`src/rtl/retire_queue.sv`:
```
module retire_queue #(
  parameter int DEPTH = 8,
  parameter int DW    = 32,
  parameter int PCW   = 32,
  parameter int RW    = 5,
  parameter int NF    = 2,
  localparam int AW   = $clog2(DEPTH),
  localparam int CW   = $clog2(DEPTH + 1)
) (
  input  logic              clk,
  input  logic              rst_n,
  input  logic              disp_valid,
  output logic              disp_ready,
  input  logic              disp_fp,
  input  logic [RW-1:0]     disp_dest,
  input  logic [PCW-1:0]    disp_pc,
  output logic [AW-1:0]     disp_tag,
  input  logic [NF-1:0]     fin_valid,
  input  logic [NF*AW-1:0]  fin_tag,
  input  logic [NF*DW-1:0]  fin_data,
  input  logic [NF-1:0]     fin_exc,
  output logic [1:0]        rt_valid,
  output logic [1:0]        rt_fp,
  output logic [2*RW-1:0]   rt_dest,
  output logic [2*DW-1:0]   rt_data,
  output logic              redir_valid,
  output logic [PCW-1:0]    redir_pc,
  output logic [AW-1:0]     redir_tag
);

  logic [DEPTH-1:0] busy, done, exc, fp;
  logic [RW-1:0]    dest [DEPTH];
  logic [PCW-1:0]   pc   [DEPTH];
  logic [DW-1:0]    res  [DEPTH];
  logic [AW-1:0]    head, tail;
  logic [CW-1:0]    count;

  wire [AW-1:0] head1  = head + 1'b1;
  wire          flush  = busy[head] & done[head] & exc[head];
  wire          r0     = busy[head] & done[head] & ~exc[head];
  wire          r1     = r0 & busy[head1] & done[head1] & ~exc[head1];
  wire          accept = disp_valid & disp_ready;

  assign disp_ready  = (count != CW'(DEPTH)) & ~flush;
  assign disp_tag    = tail;
  assign rt_valid    = {r1, r0};
  assign rt_fp       = {fp[head1], fp[head]};
  assign rt_dest     = {dest[head1], dest[head]};
  assign rt_data     = {res[head1], res[head]};
  assign redir_valid = flush;
  assign redir_pc    = pc[head];
  assign redir_tag   = head;

  always_ff @(posedge clk) begin
    if (!rst_n) begin
      busy  <= '0;
      done  <= '0;
      exc   <= '0;
      head  <= '0;
      tail  <= '0;
      count <= '0;
    end else if (flush) begin
      busy  <= '0;
      tail  <= head;
      count <= '0;
    end else begin
      for (int p = 0; p < NF; p++) begin
        if (fin_valid[p] && busy[fin_tag[p*AW +: AW]]) begin
          done[fin_tag[p*AW +: AW]] <= 1'b1;
          exc[fin_tag[p*AW +: AW]]  <= fin_exc[p];
        end
      end
      if (r0) busy[head]  <= 1'b0;
      if (r1) busy[head1] <= 1'b0;
      if (accept) begin
        busy[tail] <= 1'b1;
        done[tail] <= 1'b0;
        exc[tail]  <= 1'b0;
        tail       <= tail + 1'b1;
      end
      head  <= head + AW'(r0) + AW'(r1);
      count <= count + CW'(accept) - CW'(r0) - CW'(r1);
    end
  end

  always_ff @(posedge clk) begin
    if (!flush) begin
      for (int p = 0; p < NF; p++)
        if (fin_valid[p] && busy[fin_tag[p*AW +: AW]])
          res[fin_tag[p*AW +: AW]] <= fin_data[p*DW +: DW];
      if (accept) begin
        fp[tail]   <= disp_fp;
        dest[tail] <= disp_dest;
        pc[tail]   <= disp_pc;
      end
    end
  end

  a_r3_no_overflow: assert property (@(posedge clk) disable iff (!rst_n)
    count <= CW'(DEPTH));

  a_r3_full_stalls: assert property (@(posedge clk) disable iff (!rst_n)
    (count == CW'(DEPTH)) |-> !disp_ready);

  a_r6_retire_frees: assert property (@(posedge clk) disable iff (!rst_n)
    (rt_valid[0] && !accept) |=> (count < $past(count)));

  a_r7_redirect_single: assert property (@(posedge clk) disable iff (!rst_n)
    redir_valid |=> !redir_valid);

  a_r8_empty_after_flush: assert property (@(posedge clk) disable iff (!rst_n)
    redir_valid |=> (count == '0 && rt_valid == 2'b00 && disp_tag == $past(redir_tag)));

endmodule

```
`config.mk`:
```
export PLATFORM = sky130hd
export DESIGN_NAME = retire_queue
export DESIGN_NICKNAME = d
export VERILOG_FILES = /design/src/rtl/retire_queue.sv
export SDC_FILE = /design/constraint.sdc
export NUM_CORES = 1
export LEC_CHECK = 0
export BUFFER_PORTS_ARGS = -buffer_cell sky130_fd_sc_hd__buf_2
export CORE_MARGIN = 5
export CORE_UTILIZATION = 43
export CTS_BUF_LIST = sky130_fd_sc_hd__clkbuf_8
export CTS_CLUSTER_DIAMETER = 60
export DETAILED_ROUTE_END_ITERATION = 7
export PLACE_DENSITY = 0.59
export SLEW_MARGIN = 5
export SYNTH_ARGS = -nofsm -noshare
export SYNTH_HDL_FRONTEND = slang
export SYNTH_SLANG_ARGS = --single-unit
```
`constraint.sdc`:
```
create_clock -name clk -period 5.5 [get_ports clk]
set_input_delay 0 -clock clk [delete_from_list [all_inputs] [get_ports clk]]
set_output_delay 0 -clock clk [all_outputs]
set_load 0.05 [all_outputs]
```
# == Word level (Yosys, flattened, before mapping) ==
# Memories as Yosys holds them, arrays and structs flattened. A register that Yosys moved wholly into a read port is not among the register bits.
# Index checks and enable logic that the tools add are counted.
# op_classes
n_mux,71
n_addsub,7
eq_ne,1
order_cmp,10
n_reduce_logical,10
n_bitwise,22
# op_table
operator,n
two-way mux 8 bit,21
bitwise AND 8 bit,4
binary-select mux 1 bit (select 3 bit),10
bitwise mux 8 bit,3
two-way mux 1 bit,24
two-way mux 3 bit,8
NOT 8 bit,3
OR 8 bit,3
less-than comparator 3 x 4 -> 1 bit (second input constant),5
demux 1 bit (select 3 bit),5
>= comparator 3 x 1 -> 1 bit (second input constant),5
bitwise AND 1 bit,8
subtractor 4 x 1 -> 4 bit,2
logical AND 1 bit,7
adder 3 x 1 -> 3 bit,2
adder 3 x 1 -> 3 bit (second input constant),2
adder 4 x 1 -> 4 bit,1
inequality test 4 bit (second input constant),1
NOT 1 bit,4
AND reduction 2 bit,1
nonzero test 2 bit,1
OR reduction 2 bit,1
# word_totals
out_inout_bits,118
ram_bits,552
word_cells,131
n_memories,3
ff_bits,42
in_bits,115
# mem_list
name,depth,word_bits,rd,rd_ports_with_merged_regs,write_ports,line,text
pc,8,32,1,1,1,33,logic [PCW-1:0] pc [DEPTH];
res,8,32,2,1,2,34,logic [DW-1:0] res [DEPTH];
dest,8,5,2,1,1,32,logic [RW-1:0] dest [DEPTH];

# == Longest topological paths before layout ==
# Gate-level depths: netlist (run 1).
# logic_depth
ltp_word,15
ltp_mapped,17
ltp_nobuf,16

# == Worst setup path after synthesis (run 1) ==
# OpenSTA, ideal clock, no wires.
# synth_path
path_kind,flip-flop to flip-flop
startpoint,"reg head[1], in the netlist redir_tag[1]"
endpoint,mem dest[6][0] (enable)
setup_ps,433
path_stages_with_launch,11
t_required_ps,5067
path_buffers,4
period_less_slack_ps,4470
t_arrival_ps,4036
path_slack_ps,1030
path_cell_list,dfxtp_1 > clkbuf_1 > nor2_1 > a31o_1 > or3_4 > nand3_4 > inv_4 > buf_6 > buf_2 > buf_2 > nor2_1
# synth_via
elab_chain_cells,10
word_cells_on_any_way,14
cone_classes,mux: 9; bitwise: 5
# synth_lines
item,line,text
start: declaration,35,"logic [AW-1:0] head, tail;"
start signal: assignment,81,head <= head + AW'(r0) + AW'(r1);
binary-select mux 1 bit (select 3 bit),39,wire flush = busy[head] & done[head] & exc[head];
two-way mux 1 bit (not written as such),39,
bitwise AND 1 bit,39,
bitwise AND 1 bit (*),39,
via redir_valid,26,"output logic redir_valid,"
NOT 1 bit (no line),--,
bitwise AND 1 bit,44,assign disp_ready = (count != CW'(DEPTH)) & ~flush;
bitwise AND 1 bit,42,wire accept = disp_valid & disp_ready;
two-way mux 1 bit,91,if (accept) begin
two-way mux 1 bit (*),87,if (!flush) begin
two-way mux 1 bit (not written as such) (*),93,dest[tail] <= disp_dest;
end: declaration,32,
# Mark *: on every way through the listed nets, which the timed path passes. The rest lies on a longest branch. The select of a mux whose other input is x is not followed.

# == Final worst setup path (run 1) ==
# layout_path
startpoint,"reg head[1], in the netlist redir_tag[1]"
endpoint,out rt_data[33]
# layout_via
elab_chain_cells,2
# layout_lines
item,line,text
adder 3 x 1 -> 3 bit,38,wire [AW-1:0] head1 = head + 1'b1;
memory read (8 x 32 bit),--,
end: declaration,25,"output logic [2*DW-1:0] rt_data,"
# Every way passes these cells.

==> results of run 1 <==
flip-flops by register name (all words and copies together), names as in the netlist, named ones only:
name / flops
pc: 256
res: 256
dest: 40
busy: 8
done: 8
exc: 8
fp: 8
count: 4
disp_tag: 3
redir_tag: 3
stage by stage:
stage                     setup slack [ns]  power (W)  util [%]  hold slack, ns  instances
after floorplan                       1.03    0.00561         -          0.0989       1718
after global placement               0.944    0.00585      46.5           0.265       2743
after detailed placement             0.819    0.00586      46.5           0.272       2743
after CTS                            0.676    0.00971      51.7          0.0370       3082
after global routing                 0.464     0.0100      51.7          0.0605       3084
final                                0.716    0.00962      51.7           0.100       3087
cell families (layout without fill, tap and decap cells):
kind of cell / after synthesis / count (layout) / synth area share [%]
other: 0 / 5 / 0
flip-flops: 597 / 597 / 60.5
XOR/XNOR: 5 / 5 / 0.177
adder cells (fa/ha/maj): 10 / 10 / 0.509
buffers and inverters: 139 / 630 / 2.41
AO/OA/AOI/OAI: 223 / 223 / 5.75
multiplexers: 547 / 547 / 27.0
AND/OR/NAND/NOR: 197 / 197 / 3.61
power groups by stage:
| stage | Combinational (W) | Clock, W | Sequential [W] |
|---|---|---|---|
| after CTS | 0.000756 | 0.00385 | 0.00510 |
| after detailed placement | 0.000665 | 0 | 0.00520 |
| after floorplan | 0.000417 | 0 | 0.00519 |
| after global routing | 0.000803 | 0.00409 | 0.00511 |
| after global placement | 0.000653 | 0 | 0.00519 |
| final | 0.000753 | 0.00377 | 0.00510 |
worst paths after layout:
path | start | endpoint | slack [ns] | depth (start not counted)
max | redir_tag[1] | rt_data[33] | 0.72 | 6
min | disp_pc[4] | pc[4][4] | 0.10 | 2
max reg2reg | redir_tag[1] | count[3] | 0.83 | 16
min reg2reg | done[1] | done[1] | 0.56 | 1
cell type report:
cell class | instances | area, um^2
Clock inverter | 74 | 384
Timing Repair Buffer | 430 | 3070
Inverter | 13 | 51.3
Sequential cell | 597 | 17600
Fill cell | 5656 | 32400
Tap cell | 873 | 1090
Multi-Input combinational cell | 982 | 10900
Antenna cell | 5 | 12.5
Clock buffer | 113 | 1560
cell usage in the layout, fill, tap and decap left out, types with 42 or more instances in the layout:
cell,n
inv_1,42
clkbuf_8,113
mux4_2,153
dlygate4sd3_1,152
buf_4,43
a21oi_1,76
nand2_1,56
mux2_2,338
buf_2,232
edfxtp_1,560
critical path: cells and delay by family (launching register included):
family	cells	cell delay, ns
simple gates	1	1.04
compound gates	1	0.33
flops	1	0.80
buf+inv	3	1.32
fa+ha+maj	1	0.49
what timing repair did:
item / in CTS / in global routing
endpoints found under the hold margin: 593 / 0
hold buffers: 152 / 0
endpoints found under the setup margin: 0 / 0
metal layers:
layer  vias to the layer above  share of wire [%]
met4                         2                2.9
met5                         -             0.0085
li1                       7929                  -
met2                       703                 50
met1                      9380                 40
met3                       177                6.2
==> flow_summary.toml, run 1 <==
[run_status]
outcome = "complete, no violations"

[drt]
ant_nets = 0
vias = 18191
routedWlPerCell_um = 26.8
first_iter_violations = 1668
routed_wirelength_mm = 82.8
route.detailed.drc = 0
avgViaCountPerCell = 5.89
drt_first_pass_iters = 6

[clock_network]
cts_num_sinks = 597
cts-resized-gates = 0
clk_pin_slew_ns = 0.07
numCtsBuffers = 103
root_buffer = "clkbuf_8"
cts_setup_buffers = 0
cts_tree = "yes"
htree_levels = 3
clk_latency_ns = 0.71
clockBufferDepth = 3

[power_and_ir_drop]
clockPowerShare_pct = 39.1
swShare_pct = 24.3
p_sw_w = 0.00234
seqPwrFrac_pct = 53.0
peakVddDrop_uv = 180
p_leak_nw = 11.5
internal-power_w = 0.00728
p_per_area_nw_per_um2 = 277
p_comb_share_pct = 7.8

[setup_path]
cp_max_fo = 53
critPathKind = "flop to primary output"
crit_path_top_delay_cell = "nor3_2"
crit_top_cell = "buf_4"
cp_data_arrival_time_ns = 4.78
max_stage_delay_ns = 1.04
start_kind = "flop"
endpoint_kind = "primary output"
crit_chain = "ha_4, buf_4, nor3_2, buf_4, a221o_1, buf_2"
worstPathRequired_ns = 5.50

[global_routing]
top_usage_layer = "met2"
grt_use_met1_pct = 28.7
grt_overflow_total = 0
antenna_found_initial = 5
grt_pass1_wl_mm = 124
grt_use_met3_pct = 4.52
grt_max_degree = 65
grt_pass1_vias = 19186
met2_usage_pct = 38.7
grt.total_usage_pct = 22.3

[timing]
finalHoldViolCount = 0
finClkSkew_ns = 0.0476
finalSetupViolCount = 0
drv_slew = 0
fmax_ghz = 0.209
finalCritPeriodShare_pct = 87.0
grt_setup_unrepaired = "false"
fin_setup_tns_ns = 0
worstMarginPinSlew_ns = 1.16
relSlewSlack_pct = 22.1
timing.final.crit_period_ns = 4.78

[synth]
synth_most_common_cell = "edfxtp_1"
synth_top_area_share_pct = 58.0
synth_cells = 1718
synth-edff-count = 560
synthFlopType = "edfxtp_1"
syn_avg_cell_area_um2 = 16.9
synth_fp_nets = 1843
ys_ff_latch = 597
synth-seq-area-share_pct = 60.5
synth_area_leader_cell = "edfxtp_1"
synth_commonest_cells = "edfxtp_1, mux2_2, mux4_2"
ys_top_cells_by_area = "edfxtp_1, mux2_2, mux4_2"
synth_cell_types = 68
async_flop_share_pct = 0
yosys_warnings = 0
synth.cell_area_um2 = 29000

[floorplan]
rows = 95
initial_utilization_pct = 43.3
die-area_um2 = 72800
ios = 233
die_h_um = 270
die_w_um = 270
core_area_um2 = 67000

[placement]
globalplace.congestion = 0.956
hpwlAfterDp_mm = 48.1
dpl_cell_area_um2 = 31200
port_buffers = 232

[job]
maxCapViolations = 0

[cells_and_area]
drive_gt1_share_pct = 43.5
final_area_um2 = 34700
syn2layout_area_growth_pct = 19.5
fin_nets = 2252

[hold_path]
holdCritPathClass = "input pin to flop"
Power figures use the tool's default switching activity.
==> run 2: changes to the inputs <==
CORE_UTILIZATION = 62   (was 43)
PLACE_DENSITY = 0.81   (was 0.59)
==> flow_summary.toml, run 2 (synthesis gave the netlist of run 1 again) <==
[cells_and_area]
final_util_pct = 73.5
fin_nets = 2245
multi_input_area_um2 = 10900
syn2layout_area_growth_pct = 17.7
final_cell_mix = "edfxtp_1, mux2_2, buf_2"
fin_cells = 2807
final_area_um2 = 34100
mostFrequentLayoutCell = "edfxtp_1"
regArea_um2 = 17600
num-fill-cells = 2811
drive_gt1_share_pct = 42.8

[placement]
globalplace.congestion = 0.936
dp_cells = 2476
port_buffers = 232
post-place-ws_ns = 1.03
hpwlAfterDp_mm = 44.5
dpl_cell_area_um2 = 30800

[setup_path]
crit_path_top_delay_cell = "nor2_4"
max_stage_delay_ns = 0.84
cp_data_arrival_time_ns = 5.14
worstRegToRegCells = 9
cp_max_fo = 44
rr_endpoint = "res[4][4]"
rr_startpoint = "redir_tag[2]"
endpoint_kind = "flop"
r2r_slack_ns = 0.80
critPathKind = "flop to flop"
crit_chain = "mux2_2, and3_1, or3_4, nand3_4, inv_4, nor2_4, buf_4, mux2_2, dlygate4sd3_1"
crit_top_cell = "mux2_2"
worstPathRequired_ns = 5.94
start_kind = "flop"

[job]
maxCapViolations = 0

[floorplan]
rows = 79
die_w_um = 226
initial_utilization_pct = 62.4
core_area_um2 = 46500
die-area_um2 = 51200
ios = 233
die_h_um = 226

[drt]
route.detailed.drc = 0
routed_wirelength_mm = 78.0
ant_nets = 0
avgViaCountPerCell = 6.63
vias = 18619
routedWlPerCell_um = 27.8
drt_first_pass_iters = 5
first_iter_violations = 1811

[clock_network]
clk_latency_ns = 0.70
clk_pin_slew_ns = 0.06
cts_tree = "yes"
cts_num_sinks = 597
clockBufferDepth = 3
root_buffer = "clkbuf_8"
htree_levels = 3
numCtsBuffers = 95

[timing]
fmax_ghz = 0.213
finalSetupViolCount = 0
worstMarginPinSlew_ns = 1.09
relSlewSlack_pct = 26.8
grt_setup_unrepaired = "false"
drv_slew = 0
fin_setup_tns_ns = 0
finalCritPeriodShare_pct = 85.5
timing.final.crit_period_ns = 4.70
finalHoldViolCount = 0
fin_ws_ns = 0.798
finClkSkew_ns = 0.0243

[hold_path]
worstHoldPathCells = 3
hold_end = "res[7][2]"
hold_path.startpoint = "fin_valid[0]"
holdCritPathClass = "input pin to flop"

[power_and_ir_drop]
p_per_area_nw_per_um2 = 274
peakVddDrop_uv = 235
p_leak_nw = 11.4

[global_routing]
grt_pass1_wl_mm = 117
grt.total_usage_pct = 30.2
grt_overflow_total = 0
grt_pass1_vias = 19621
grt_max_degree = 91
antenna_found_initial = 6

[run_status]
outcome = "complete, no violations"
==> run 2: changes by cell type in the layout (fill, tap and decap cells not counted), moves of 3 or more <==
cell / change
clkinv_1: +8
clkinvlp_4: +3
inv_1: -3
clkbuf_8: -16
clkinv_2: -7
==> run 2: critical path: cells and delay by family (launching register included) <==
kind / cells / cell delay (ns)
buffers and inverters: 3 / 1.19
DFF: 1 / 0.73
muxes: 2 / 0.74
and+or+nand+nor: 4 / 1.73
==> run 2: repair_timing <==
action                                 in CTS  in global routing
resized for setup                           0                  0
buffers inserted                            0                  0
endpoints found under the hold margin     592                  0
hold buffers                              154                  0
==> run 2: per-layer routing <==
metal	routed length, um	part of all wire [%]	GRT usage (%)	vias to the layer above
met3	7030	9.0	7.07	248
met5	29	0.037	0	-
met4	3310	4.2	13.3	4
met1	28500	37	38.4	9465
met2	39100	50	50.4	995
li1	-	-	-	7907
==> run 2: report_power, final <==
part,total (W),internal [W],leakage (nW),switching (W)
Clock,0.00350,0.00175,0.989,0.00175
Combinational,0.000749,0.000308,5.00,0.000441
Sequential,0.00511,0.00507,5.37,0.0000387
==> run 2: through the flow <==
step	hold slack, ns	total power, W
after global placement	0.262	0.00583
after CTS	0.00466	0.00940
after global routing	0.0318	0.00968
after floorplan	0.0989	0.00561
after detailed placement	0.274	0.00585
final	0.0761	0.00936
==> run 2: final cells by class <==
| class | count | area share (%) |
|---|---|---|
| diodes | 4 | 0.0293 |
| clock buffers | 97 | 3.91 |
| clock inverters | 76 | 1.20 |
| inverters | 13 | 0.150 |
| multi-input cells | 982 | 32.0 |
| flip-flops and latches | 597 | 51.5 |
| well taps | 607 | 2.22 |
| repair buffers | 431 | 8.98 |
==> run 2: worst max-delay path by stage <==
stage                      end  slack, ns    startpoint  depth (start not counted)
floorplan           dest[6][0]       1.03  redir_tag[1]                         10
global placement      count[3]       1.09  redir_tag[2]                         15
detailed placement    count[3]       1.03  redir_tag[2]                         15
CTS                  res[4][5]       0.89  redir_tag[2]                          9
global route        res[4][11]       0.69  redir_tag[2]                          9
finish               res[4][4]       0.80  redir_tag[2]                          9
